===== src/rtl/dbg_pkg.sv =====
package dbg_pkg;

  // State of one half-bridge leg pair
  typedef enum logic [1:0] {
    LEG_OFF = 2'd0,
    LEG_HI  = 2'd1,
    LEG_LO  = 2'd2
  } leg_e;

endpackage


===== src/rtl/dbg_delay_clamp.sv =====
module dbg_delay_clamp #(
  parameter int DTW    = 8,
  parameter int MIN_DT = 5
) (
  input  logic [DTW-1:0] dt_req,
  output logic [DTW-1:0] dt_eff
);
  localparam logic [DTW-1:0] FLOOR = DTW'(MIN_DT);

  always_comb begin
    dt_eff = (dt_req < FLOOR) ? FLOOR : dt_req;
  end
endmodule


===== src/rtl/dbg_phase_ctl.sv =====
module dbg_phase_ctl
  import dbg_pkg::*;
#(
  parameter int DTW    = 8,
  parameter int MIN_ON = 5
) (
  input  logic           clk,
  input  logic           rst_n,
  input  logic           req_hi,
  input  logic           req_lo,
  input  logic           kill,
  input  logic [DTW-1:0] dt_eff,
  output logic           out_hi,
  output logic           out_lo
);
  localparam int ONW = $clog2(MIN_ON + 2);
  localparam logic [ONW-1:0] ON_FLOOR = ONW'(MIN_ON);
  localparam logic [ONW-1:0] ON_MAX   = '1;
  localparam logic [DTW-1:0] GAP_MAX  = '1;

  leg_e           st;
  logic [DTW-1:0] gap;     // cycles both gates have been low
  logic [ONW-1:0] on_cnt;  // cycles the active gate has been high

  logic only_hi, only_lo, gap_ok;
  assign only_hi = req_hi & ~req_lo;
  assign only_lo = req_lo & ~req_hi;
  assign gap_ok  = (gap >= dt_eff);

  always_ff @(posedge clk) begin
    if (!rst_n) begin
      st     <= LEG_OFF;
      gap    <= '0;
      on_cnt <= '0;
    end else if (kill) begin
      st     <= LEG_OFF;
      gap    <= '0;
      on_cnt <= '0;
    end else begin
      unique case (st)
        LEG_OFF: begin
          if (gap_ok && only_hi) begin
            st     <= LEG_HI;
            on_cnt <= ONW'(1);
          end else if (gap_ok && only_lo) begin
            st     <= LEG_LO;
            on_cnt <= ONW'(1);
          end else if (gap != GAP_MAX) begin
            gap <= gap + 1'b1;
          end
        end
        LEG_HI: begin
          if (!only_hi && on_cnt >= ON_FLOOR) begin
            st     <= LEG_OFF;
            gap    <= DTW'(1);
            on_cnt <= '0;
          end else if (on_cnt != ON_MAX) begin
            on_cnt <= on_cnt + 1'b1;
          end
        end
        LEG_LO: begin
          if (!only_lo && on_cnt >= ON_FLOOR) begin
            st     <= LEG_OFF;
            gap    <= DTW'(1);
            on_cnt <= '0;
          end else if (on_cnt != ON_MAX) begin
            on_cnt <= on_cnt + 1'b1;
          end
        end
        default: begin
          st <= LEG_OFF;
        end
      endcase
    end
  end

  assign out_hi = (st == LEG_HI);
  assign out_lo = (st == LEG_LO);
endmodule


===== src/rtl/deadband_gen3.sv =====
module deadband_gen3 #(
  parameter int NPH    = 3,
  parameter int DTW    = 8,
  parameter int MIN_DT = 5,
  parameter int MIN_ON = 5
) (
  input  logic           clk,
  input  logic           rst_n,
  input  logic [DTW-1:0] dt_cycles,
  input  logic           force_off,
  input  logic [NPH-1:0] cmd_hi,
  input  logic [NPH-1:0] cmd_lo,
  output logic [NPH-1:0] gate_hi,
  output logic [NPH-1:0] gate_lo
);
  logic [DTW-1:0] dt_eff;

  dbg_delay_clamp #(.DTW(DTW), .MIN_DT(MIN_DT)) u_clamp (
    .dt_req(dt_cycles),
    .dt_eff(dt_eff)
  );

  for (genvar g = 0; g < NPH; g++) begin : g_phase
    dbg_phase_ctl #(.DTW(DTW), .MIN_ON(MIN_ON)) u_leg (
      .clk   (clk),
      .rst_n (rst_n),
      .req_hi(cmd_hi[g]),
      .req_lo(cmd_lo[g]),
      .kill  (force_off),
      .dt_eff(dt_eff),
      .out_hi(gate_hi[g]),
      .out_lo(gate_lo[g])
    );
  end
endmodule


===== config.mk =====
export PLATFORM = sky130hd
export DESIGN_NAME = deadband_gen3
export DESIGN_NICKNAME = d
export VERILOG_FILES = /design/src/rtl/dbg_pkg.sv /design/src/rtl/dbg_delay_clamp.sv /design/src/rtl/dbg_phase_ctl.sv /design/src/rtl/deadband_gen3.sv
export SDC_FILE = /design/constraint.sdc
export NUM_CORES = 1
export LEC_CHECK = 0
export CAP_MARGIN = 20
export CORE_UTILIZATION = 60
export CTS_BUF_LIST = sky130_fd_sc_hd__clkbuf_2 sky130_fd_sc_hd__clkbuf_4 sky130_fd_sc_hd__clkbuf_8
export CTS_CLUSTER_SIZE = 20
export DETAILED_ROUTE_END_ITERATION = 16
export DONT_BUFFER_PORTS = 1
export PLACE_DENSITY = 0.91
export SYNTH_ARGS = -nofsm -noshare
export SYNTH_HDL_FRONTEND = slang
export SYNTH_SLANG_ARGS = --single-unit

===== constraint.sdc =====
create_clock -name clk -period 3.45 [get_ports clk]
set_input_delay 0.69 -clock clk [delete_from_list [all_inputs] [get_ports clk]]
set_output_delay 0.69 -clock clk [all_outputs]
set_load 0.01 [all_outputs]

==> results.tsv <==
stage	metric	value	unit
cts	CTS hold repair buffers	0	
setup_path	launching element type of the critical path	input pin	
sta	worst slew pin tran	0.9323	ns
floorplanning	height of the die	73.48	um
place	weighted congestion at the end of routability-driven global placement	0.8437	
setup_path	CP delay by family, top	simple AND/OR/NAND/NOR gates	
cts	CTS H-Tree Depth	2	
pwr	worst ir drop on vdd	0.1659	mV
floorplanning	x dimension of the die	73.48	um
setup_path	combined buffer and inverter count along the critical path	0	
floorplanning	# rows	25	
place	PortBufs	0	
sta	worst setup margin	0.03560	ns
cts	clock tree from TritonCTS	built	
synth	synthesized area divided by synthesized cell count	7.983	sq um
sta	final clock period utilization by the worst path	0.9897	
pwr	sum of internal, switching and leakage power	852.6	uW
grt	overall global routing resource usage	0.2681	
sta	Max Clock Skew	0.006241	ns
cts	maximum number of buffers from clock root to sink	2	
synth	EDFF count, synth	0	
cts	clock transition at the register clock pins on the worst setup and hold paths after CTS	0.08	ns
finish	count of filler cells inserted in the layout	415	
setup_path	critical-path cell with the highest stage delay	sky130_fd_sc_hd__or4b_1	
sta	Hold Violations, Final	0	
cts	CTS buffer count	5	
finish	synthesis-to-layout area growth	8.326	%
sta	final setup vio count	0	
route	DRC Markers	0	
setup_path	Cell Chain, Critical Path	or4_4 -> a211oi_2 -> or2_4 -> ha_1 -> nand2b_1 -> a21o_1 -> maj3_2 -> a211oi_4 -> o41ai_4 -> or4b_1 -> a21oi_2	
route	post-route antenna net violation count	0	
sta	relative slew slack	0.3784	
finish	final net count	449	
grt	vias in the first global route	2684	
finish	fraction of final layout cells sized beyond drive strength 1	0.1054	
run_status	run status	finished, final reports clean	
setup_path	Worst Path Arrival	3.65	ns
synth	register bit count reported by yosys	39	
setup_path	class of the most critical setup path	input pin to flip-flop	
floorplanning	full die area	5399	sq um
synth	synth warn	0	
hold_path	class of the most critical hold timing path	flip-flop to flip-flop	
cts	latest clock arrival within the worst-skew pair	0.30	ns
synth	Synth async-reset ratio	0	
place	pre-CTS setup slack	-0.2664	ns
grt	global-route wire length before repair	11.33	mm
route	Vias per Instance	6.296	
sta	shortest clock period the worst path allows after layout	3.414	ns
synth	portion of the post-synthesis area used by sequential elements	0.2547	
sta	max-slew violation count	0	
setup_path	maximum net fanout on the critical path	6	
floorplanning	area of the core	4817	sq um
setup_path	maximum single-stage delay on the critical path	0.57	ns
route	TritonRoute pass-1 iters	4	
place	final HPWL from detailed placement	5.095	mm
setup_path	worst endpoint required time	3.68	ns
route	drt wl/cell	15.40	um
grt	antenna violations before repair	0	
route	number of design-rule violations left by the first detailed-router iteration	166	
synth	Yosys cell types	53	
route	count of vias placed by the detailed router	2871	
route	Detailed Route WL	7.021	mm
finish	antenna cell count	0	
pwr	power per unit of standard cell area	256.8	nW/um^2
synth	count of mapped cells out of synthesis	384	
cts	root cell of the clock tree	sky130_fd_sc_hd__clkbuf_8	
cts	# clock sinks	39	
synth	cell area after technology mapping	3065	sq um
floorplanning	effective utilization at floorplan	0.6364	
synth	top flip-flop cell by instance count after synthesis	sky130_fd_sc_hd__dfxtp_1	
grt	pin count of the biggest net entering global routing	28	
flow_run	max-cap viol count	0	
synth	Syn Nets	443	
floorplanning	number of ports placed on the die boundary	23	
grt	leftover overflow at the end of global routing	0	
setup_path	category of the worst setup path capture point	flip-flop	
pwr	leak pwr	0.001364	uW
sta	Fmax	292.9	MHz
[cell families after synthesis]
logic type / count (synthesis) / share of synthesized area
AND/OR/NAND/NOR: 138 / 0.2429
AO/OA/AOI/OAI: 122 / 0.2620
adder cells (fa/ha/maj): 45 / 0.1820
buffers and inverters: 39 / 0.05551
flip-flops: 39 / 0.2547
XOR/XNOR: 1 / 0.002858
[placed cells by master, fill, tap and decap left out, types with 3 or more instances in the layout]
cell type	instances
sky130_fd_sc_hd__a211oi_1	5
sky130_fd_sc_hd__a21oi_1	29
sky130_fd_sc_hd__a31oi_1	6
sky130_fd_sc_hd__a32o_1	8
sky130_fd_sc_hd__a41o_1	3
sky130_fd_sc_hd__and3_1	15
sky130_fd_sc_hd__buf_4	16
sky130_fd_sc_hd__clkbuf_8	5
sky130_fd_sc_hd__dfxtp_1	39
sky130_fd_sc_hd__ha_1	42
sky130_fd_sc_hd__inv_1	21
sky130_fd_sc_hd__nand2_1	30
sky130_fd_sc_hd__nand2b_1	6
sky130_fd_sc_hd__nand3_1	7
sky130_fd_sc_hd__nand3b_1	3
sky130_fd_sc_hd__nand4_1	5
sky130_fd_sc_hd__nor2_1	31
sky130_fd_sc_hd__nor2b_1	8
sky130_fd_sc_hd__nor3_1	5
sky130_fd_sc_hd__nor3b_1	5
sky130_fd_sc_hd__o211ai_1	8
sky130_fd_sc_hd__o21ai_0	24
sky130_fd_sc_hd__o21ai_1	9
sky130_fd_sc_hd__o31ai_1	5
sky130_fd_sc_hd__or2_2	3
sky130_fd_sc_hd__or4_1	3
sky130_fd_sc_hd__or4b_1	4
[sequential cells by signal (all words and copies together), names as in the netlist]
| name | flops |
|---|---|
| g_phase.u_leg.gap | 24 |
| g_phase.u_leg.on_cnt | 9 |
| g_phase.u_leg.st | 6 |
[where the power goes]
group	switching, uW	internal, uW	total, uW
Clock	158	143	300
Combinational	55.2	39.0	94.2
Sequential	4.37	454	458
Total	217	635	853
[final cells by class]
class	count	area [sq um]	share of cell area
Tap cell	67	83.83	0.02524
Inverter	21	78.83	0.02374
Multi-Input combinational cell	307	2181	0.6567
Clock buffer	6	76.32	0.02298
Sequential cell	39	780.7	0.2351
Timing Repair Buffer	16	120.1	0.03617
[worst register-to-register path, cell delays in order, from the launching register on]
cell	delay, ns
sky130_fd_sc_hd__dfxtp_1	0.37
sky130_fd_sc_hd__ha_1	0.33
sky130_fd_sc_hd__a21oi_1	0.07
sky130_fd_sc_hd__o21ai_1	0.43
sky130_fd_sc_hd__a2111oi_0	0.18
sky130_fd_sc_hd__buf_4	0.17
sky130_fd_sc_hd__or2_2	0.32
sky130_fd_sc_hd__or4b_2	0.64
sky130_fd_sc_hd__a21oi_1	0.14
[synth_stat cells (7+ instances only)]
master	instances	area (sq um)
sky130_fd_sc_hd__ha_1	42	525.5
sky130_fd_sc_hd__a21oi_1	31	155.2
sky130_fd_sc_hd__nor2_1	31	116.4
sky130_fd_sc_hd__o21ai_1	9	45.04
sky130_fd_sc_hd__nand3_1	7	35.03
sky130_fd_sc_hd__nor2b_1	8	50.05
sky130_fd_sc_hd__inv_1	21	78.83
sky130_fd_sc_hd__a32o_1	8	80.08
sky130_fd_sc_hd__nand2_1	30	112.6
sky130_fd_sc_hd__o211ai_1	8	60.06
sky130_fd_sc_hd__and3_1	15	93.84
sky130_fd_sc_hd__clkbuf_1	11	41.29
sky130_fd_sc_hd__o21ai_0	24	120.1
sky130_fd_sc_hd__dfxtp_1	39	780.8
[routing by layer]
layer	GRT usage	part of all wire	wire length (um)	vias up
met4	0.1026	0.018	127	0
met5	0	0	0	-
met3	0.04252	0.037	262	14
li1	-	-	-	1446
met1	0.3302	0.46	3218	1351
met2	0.4669	0.49	3412	60
[worst paths after layout]
path / startpoint / to / slack, ns / depth (start not counted)
setup / recovery: dt_cycles[6] / g_phase[0].u_leg.gap[6] / 0.04 / 11
hold / removal: g_phase[1].u_leg.on_cnt[1] / g_phase[1].u_leg.on_cnt[1] / 0.50 / 2
setup reg to reg: g_phase[0].u_leg.gap[5] / g_phase[0].u_leg.on_cnt[1] / 0.74 / 8
hold reg to reg: g_phase[1].u_leg.on_cnt[1] / g_phase[1].u_leg.on_cnt[1] / 0.50 / 2
[metrics by stage]
stage	area, sq um	instances	utilization	setup TNS (ns)	hold slack [ns]
floorplan	3065	384	-	0	0.4549
finish	3321	456	0.6894	0	0.5002
CTS	3247	453	0.6740	0	0.4990
global route	3321	456	0.6894	-0.1756	0.5240
detailed placement	3171	447	0.6582	-2.545	0.4886
global placement	3171	447	0.6582	-1.006	0.4831
[what timing repair did]
item	CTS	global route
endpoints found under the hold margin	0	0
buffers inserted	0	2
endpoints found under the setup margin	0	9
gates resized for setup	0	8
Note: power is estimated with default switching activity, not from simulation.
